`src/rtl/burst_addr_pkg.sv`:
```
package burst_addr_pkg;

    localparam int BEAT_W = 2;

    typedef enum logic {
        SEQ_XOR = 1'b0,
        SEQ_LIN = 1'b1
    } seq_mode_e;

    function automatic logic [BEAT_W-1:0] low_bits(input seq_mode_e mode,
                                                   input logic [BEAT_W-1:0] start,
                                                   input logic [BEAT_W-1:0] beat);
        if (mode == SEQ_LIN) return start + beat;
        return start ^ beat;
    endfunction

endpackage

```
`src/rtl/burst_ctrl.sv`:
```
module burst_ctrl
    import burst_addr_pkg::*;
#(
    parameter int ADDR_W = 16
) (
    input  logic                     clk,
    input  logic                     rst_n,
    input  logic                     load_i,
    input  logic                     step_i,
    input  seq_mode_e                mode_i,
    input  logic [ADDR_W-1:0]        addr_i,
    output logic [ADDR_W-BEAT_W-1:0] upper_o,
    output logic [BEAT_W-1:0]        start_o,
    output logic [BEAT_W-1:0]        beat_o,
    output seq_mode_e                mode_o
);
    localparam int HI_W = ADDR_W - BEAT_W;

    typedef struct packed {
        logic [HI_W-1:0]   upper;
        logic [BEAT_W-1:0] start;
        logic [BEAT_W-1:0] beat;
        seq_mode_e         mode;
    } state_t;

    state_t st_d, st_q;

    always_comb begin
        st_d = st_q;
        if (load_i) begin
            st_d.upper = addr_i[ADDR_W-1:BEAT_W];
            st_d.start = addr_i[BEAT_W-1:0];
            st_d.beat  = '0;
            st_d.mode  = mode_i;
        end else if (step_i) begin
            st_d.beat  = st_q.beat + 1'b1;
        end
    end

    always_ff @(posedge clk) begin
        if (!rst_n) st_q <= '{upper: '0, start: '0, beat: '0, mode: SEQ_XOR};
        else        st_q <= st_d;
    end

    assign upper_o = st_q.upper;
    assign start_o = st_q.start;
    assign beat_o  = st_q.beat;
    assign mode_o  = st_q.mode;
endmodule

```
`src/rtl/burst_order.sv`:
```
module burst_order
    import burst_addr_pkg::*;
(
    input  seq_mode_e         mode_i,
    input  logic [BEAT_W-1:0] start_i,
    input  logic [BEAT_W-1:0] beat_i,
    output logic [BEAT_W-1:0] low_o
);
    always_comb low_o = low_bits(mode_i, start_i, beat_i);
endmodule

```
`src/rtl/burst_addr_gen.sv`:
```
module burst_addr_gen
    import burst_addr_pkg::*;
#(
    parameter int ADDR_W = 16
) (
    input  logic              clk,
    input  logic              rst_n,
    input  logic              start_cpu_i,
    input  logic              start_ctl_i,
    input  logic              step_i,
    input  logic              seq_lin_i,
    input  logic [ADDR_W-1:0] addr_i,
    output logic [ADDR_W-1:0] addr_o,
    output logic [1:0]        beat_o
);
    localparam int HI_W = ADDR_W - BEAT_W;

    logic              load;
    logic [HI_W-1:0]   upper;
    logic [BEAT_W-1:0] start;
    logic [BEAT_W-1:0] beat;
    logic [BEAT_W-1:0] low;
    seq_mode_e         mode_cur;
    seq_mode_e         mode_in;

    assign load    = start_cpu_i | start_ctl_i;
    assign mode_in = seq_lin_i ? SEQ_LIN : SEQ_XOR;

    burst_ctrl #(.ADDR_W(ADDR_W)) u_ctrl (
        .clk     (clk),
        .rst_n   (rst_n),
        .load_i  (load),
        .step_i  (step_i),
        .mode_i  (mode_in),
        .addr_i  (addr_i),
        .upper_o (upper),
        .start_o (start),
        .beat_o  (beat),
        .mode_o  (mode_cur)
    );

    burst_order u_order (
        .mode_i  (mode_cur),
        .start_i (start),
        .beat_i  (beat),
        .low_o   (low)
    );

    assign addr_o = {upper, low};
    assign beat_o = beat;
endmodule

```
`config.mk`:
```
export PLATFORM = sky130hd
export DESIGN_NAME = burst_addr_gen
export DESIGN_NICKNAME = d
export VERILOG_FILES = /design/src/rtl/burst_addr_pkg.sv /design/src/rtl/burst_ctrl.sv /design/src/rtl/burst_order.sv /design/src/rtl/burst_addr_gen.sv
export SDC_FILE = /design/constraint.sdc
export NUM_CORES = 1
export LEC_CHECK = 0
export BUFFER_PORTS_ARGS = -buffer_cell sky130_fd_sc_hd__buf_4
export CAP_MARGIN = 20
export CORE_ASPECT_RATIO = 0.8
export CORE_UTILIZATION = 43
export CTS_CLUSTER_SIZE = 10
export DETAILED_ROUTE_END_ITERATION = 10
export HOLD_SLACK_MARGIN = 0.02
export PLACE_DENSITY = 0.76
export SYNTH_ARGS = -nofsm -noshare
export SYNTH_HDL_FRONTEND = slang
export SYNTH_HIERARCHICAL = 1
export SYNTH_SLANG_ARGS = --single-unit
```
`constraint.sdc`:
```
create_clock -name clk -period 1.4 [get_ports clk]
set_input_delay 0.42 -clock clk [delete_from_list [all_inputs] [get_ports clk]]
set_output_delay 0.42 -clock clk [all_outputs]
set_load 0.03 [all_outputs]
```
# ---- Yosys cells after proc, flatten, opt, wreduce, memory -nomap -nowiden
# Index checks and enable logic that the tools add are counted.
dict set report word_totals {
  regBits 19
  out_inout_bits 18
  word_cells 14
  inputBits 22
}
dict set report classes {
  reduce_logical 1
  mux 4
  add_sub_neg 2
  n_bitwise 3
}
# operator count
set ops {}
lappend ops {{2-bit two-way mux} 2}
lappend ops {{2-bit by 1-bit adder with 2-bit output (second input constant)} 1}
lappend ops {{2-bit adder} 1}
lappend ops {{1-bit two-way mux} 2}
lappend ops {{2-bit OR reduction} 1}
lappend ops {{2-bit XOR} 1}
lappend ops {{1-bit NOT} 1}
lappend ops {{1-bit bitwise OR} 1}

# ---- Depth between registers and ports, before layout
dict set report depth {
  ltp_word 3
  depth_mapped 5
  ltp_nobuf 3
}

# ---- Modules after synthesis
# The synthesis kept the hierarchy.
# mod cells_per_inst seq_area_each_um2 area_each_um2 instances
set modules_own_cells {}
lappend modules_own_cells {burst_ctrl 62 380.4 742.0 1}
lappend modules_own_cells {burst_order 4 0.0 33.8 1}
lappend modules_own_cells {burst_addr_gen 1 0.0 6.3 1}

# ---- Worst setup path after synthesis
# No wires, ideal clock.
dict set report synth_path {
  kind {flip-flop to output port}
  startpoint {reg u_ctrl.st_q, in the netlist u_ctrl/beat_o[0]}
  endpoint {out addr_o[1]}
  t_arrival_ns 1.342
  setup_slack_ns -0.362
  path_buffers 0
  stages_incl_launch_ff 4
  required_ns 0.980
  cell_sequence {dfxtp_1 ha_1 nand2_1 xnor2_1}
}
dict set report synth_between {
  elab_chain_cells 3
}
# item line
set synth_rtl {}
lappend synth_rtl {{start: declaration} burst_ctrl.sv:26} ;# state_t st_d, st_q;
lappend synth_rtl {{start signal: assignment} burst_ctrl.sv:41} ;# if (!rst_n) st_q <= '{upper: '0, start: '0, beat: '0, mode: SEQ_XOR};
lappend synth_rtl {{start signal: assignment} burst_ctrl.sv:42} ;# else st_q <= st_d;
lappend synth_rtl {{2-bit adder} burst_addr_pkg.sv:13} ;# if (mode == SEQ_LIN) return start + beat;
lappend synth_rtl {{2-bit two-way mux} burst_addr_pkg.sv:13}
lappend synth_rtl {{2-bit two-way mux} burst_addr_pkg.sv:14} ;# return start ^ beat;
lappend synth_rtl {{end: declaration} burst_addr_gen.sv:13} ;# output logic [ADDR_W-1:0] addr_o,
# No other way between the ends. The select of a mux whose other input is x is not followed.

# ---- Worst setup path after layout
dict set report layout_path {
  startpoint {reg u_ctrl.st_q, in the netlist u_ctrl/start_o[1]}
  endpoint {out addr_o[1]}
}
dict set report layout_between {
  elab_chain_cells 3
  word_cells_on_any_way 4
  classes_between {add/sub (1); mux (2); bitwise (1)}
}
# item line
set layout_rtl {}
lappend layout_rtl {{2-bit adder} burst_addr_pkg.sv:13}
lappend layout_rtl {{2-bit two-way mux} burst_addr_pkg.sv:13}
lappend layout_rtl {{2-bit two-way mux (*)} burst_addr_pkg.sv:14}
# Mark *: on every way between the ends. The rest lies on a longest branch, timed or not. The select of a mux whose other input is x is not followed.

==> results.toml <==
[routing]
antenna_left = 0
drc = 0
drtIter0Drc = 2
dr.pass1.iters = 2
vias_per_cell = 4.55
wl_um = 1580
via_count = 601
wl_per_cell_um = 12.0

[placement]
port_buffers = 39
placedCellCount = 127
pre_cts_ws_ns = 0.0305
dp_hpwl_um = 1190
routabilityCongestion = 0.689

[clock_tree]
cts.root.buffer_cell = "clkbuf_4"
cts_tree = "done"
postCtsHoldBufs = 0
clock-sinks = 19
path_clk_slew_ns = 0.11
clock_path_buffers = 2
clk_latency_ns = 0.29
cts_buffers = 3
htreeDepth = 1

[setup_path]
cp_slowest_stage_delay_ns = 0.38
cp.required_ns = 0.98
reg2reg_slack_ns = 0.50
crit_chain = "xor2_4 -> xnor2_4 -> buf_6"
critPathCaptureType = "output port"
reg2reg_to = "u_ctrl/beat_o[1]$_SDFFE_PP0P_"
worstRegToRegCells = 3
crit_arrival_ns = 1.17
start_kind = "flip-flop"
path_max_fanout = 2
crit_type = "flip-flop to output port"
r2r_start = "u_ctrl/beat_o[1]$_SDFFE_PP0P_"
cp_slowest_cell = "dfxtp_4"

[synth]
synthAdderAreaFrac_pct = 1.60
yosys_warnings = 6
ys_types = 16
syn_area_sq_um = 782
synth_top_family_by_area = "multiplexers"
postSynthAreaPerCell_sq_um = 11.7
ys_seq_area_share_pct = 48.6
muxShareOfSynthArea_pct = 21.8
yosys.area_share.simple_pct = 18.1
synth_seq_cells = 19
synth_compound_area_share_pct = 1.92
synth_fp_nets = 90
synthCells = 67
synth_xor_area_share_pct = 3.36

[sta]
slew_violations = 0
finalCritPeriodShare_pct = 114
setup_viol = 2
fmax_ghz = 0.628
hold_viol_final = 0
worstMarginPinSlew_ns = 0.144
clock_skew_ns = 0.000153
finalWorstSetupSlack_ns = -0.193
slew_headroom_pct = 90.1
rsz0062_at_grt = "yes"
period_needed_ns = 1.59

[floorplan]
core_area_sq_um = 1660
die_h_um = 40.1
die_x_um = 49.7
initial_core_util_pct = 47.1
num_rows = 13
dieArea_sq_um = 1990
pin_count = 40

[power]
p_per_area_nw_per_um2 = 934
seqPwrFrac_pct = 52.0
p_comb_share_pct = 23.2
switching_share_pct = 28.2
ir_worst_vdd_mv = 0.810
leakage_uw = 0.000633
p_clk_share_pct = 24.8
total_power_uw = 1140
intPower_uw = 817
p_sw_uw = 321

[run_status]
outcome = "finished, violations left"
violations = "negative setup slack"

[flow_run]
maxCapViolCount = 0

[worst_hold_path]
min_to = "u_ctrl/upper_o[3]$_SDFFE_PN0P_"
hp-start = "addr_i[5]"
min_path_type = "input pin to flip-flop"
whs_path_depth = 3

[grt]
grt_pass1_wl_um = 2530
grt_pass1_vias = 605
grt_overflow = 0
track_usage_pct = 17.7
grt_start_max_net_pins = 19
antenna_found_initial = 0

[layout]
mostFrequentLayoutCells = "buf_4, mux2i_1, nor2b_1"
fin_cells = 132
antenna_cells = 0
layout-drive-gt1-share_pct = 50.9
final_nets = 134
layout-area-overhead-vs-synth_pct = 55.8
final_common_cell = "buf_4"
post-route-util_pct = 73.5
==> cells by family (layout without fill, tap and decap cells) <==
logic type | count (synthesis) | after routing
muxes | 17 | 17
and+or+nand+nor | 22 | 22
AOI/OAI and AO/OA | 2 | 2
DFF | 19 | 19
xor gates and xnor gates | 3 | 3
adders and majority gates | 1 | 1
buffers and inverters | 3 | 46
==> final cells by class <==
class / instances / area, sq um
Fill cell: 129 / 440
Multi-Input combinational cell: 45 / 423
Sequential cell: 19 / 393
Timing Repair Buffer: 42 / 347
Tap cell: 22 / 27.5
Clock buffer: 3 / 22.5
Clock inverter: 1 / 6.26
==> routing by layer <==
metal  GRT usage, %  vias to the layer above  wire length, um
li1               -                      304                -
met1           19.2                      277              682
met2           33.8                       18              809
met3           5.68                        2               79
met4           6.43                        0               12
met5              0                        -                0
==> critical path, delay by kind of cell (launching register included) <==
kind,cells,cell delay (ns)
DFF,1,0.38
buffers and inverters,1,0.15
xor gates and xnor gates,2,0.35
==> flip-flops by register name, summed over array words and instances (netlist names) <==
register / count
u_ctrl/mode_o: 1
u_ctrl/start_o: 2
u_ctrl/beat_o: 2
u_ctrl/upper_o: 14
==> worst max-delay path by stage <==
| stage | startpoint | slack (ns) | end |
|---|---|---|---|
| after floorplan | u_ctrl/beat_o[0]$_SDFFE_PP0P_ | 0.02 | addr_o[1] |
| after global placement | u_ctrl/beat_o[0]$_SDFFE_PP0P_ | 0.05 | addr_o[1] |
| after detailed placement | u_ctrl/beat_o[0]$_SDFFE_PP0P_ | 0.03 | addr_o[1] |
| after CTS | u_ctrl/beat_o[0]$_SDFFE_PP0P_ | -0.20 | addr_o[1] |
| after global routing | u_ctrl/start_o[1]$_SDFFE_PN0P_ | -0.24 | addr_o[1] |
| final | u_ctrl/start_o[1]$_SDFFE_PN0P_ | -0.19 | addr_o[1] |
==> cells in the mapped netlist, drive strengths merged <==
| master | number | share of area (%) |
|---|---|---|
| dfxtp | 19 | 49 |
| mux2i | 17 | 22 |
| nor2b | 17 | 14 |
| buf | 3 | 4.6 |
| xnor2 | 2 | 2.2 |
| a21bo | 1 | 1.3 |
| a21oi | 1 | 0.64 |
| ha | 1 | 1.6 |
| nand2 | 1 | 0.48 |
| nand2b | 1 | 1.8 |
| nand3b | 1 | 0.96 |
| nor2 | 1 | 0.48 |
| or2 | 1 | 0.80 |
| xor2 | 1 | 1.1 |
==> power by group through the flow <==
| stage | Sequential [uW] | Combinational, uW | Clock [uW] |
|---|---|---|---|
| final | 592 | 264 | 283 |
| after global routing | 596 | 281 | 318 |
| after CTS | 592 | 266 | 297 |
| after detailed placement | 602 | 258 | 0 |
| after global placement | 600 | 252 | 0 |
| after floorplan | 654 | 97.9 | 0 |
==> repair_timing <==
item,4_1_cts,5_1_grt
setup buffers,1,0
gates cloned,0,0
pin swaps,2,1
gates resized for setup,12,2
setup endpoints to repair,2,4
==> per-stage QoR <==
step	TNS [ns]	instance area (sq um)	hold slack, ns
after floorplan	0	813	0.483
after global placement	0	1120	0.499
after detailed placement	0	1120	0.506
after CTS	-0.271	1210	0.361
after global routing	-0.341	1220	0.357
final	-0.253	1220	0.370
Note: power is estimated with default switching activity, not from simulation.
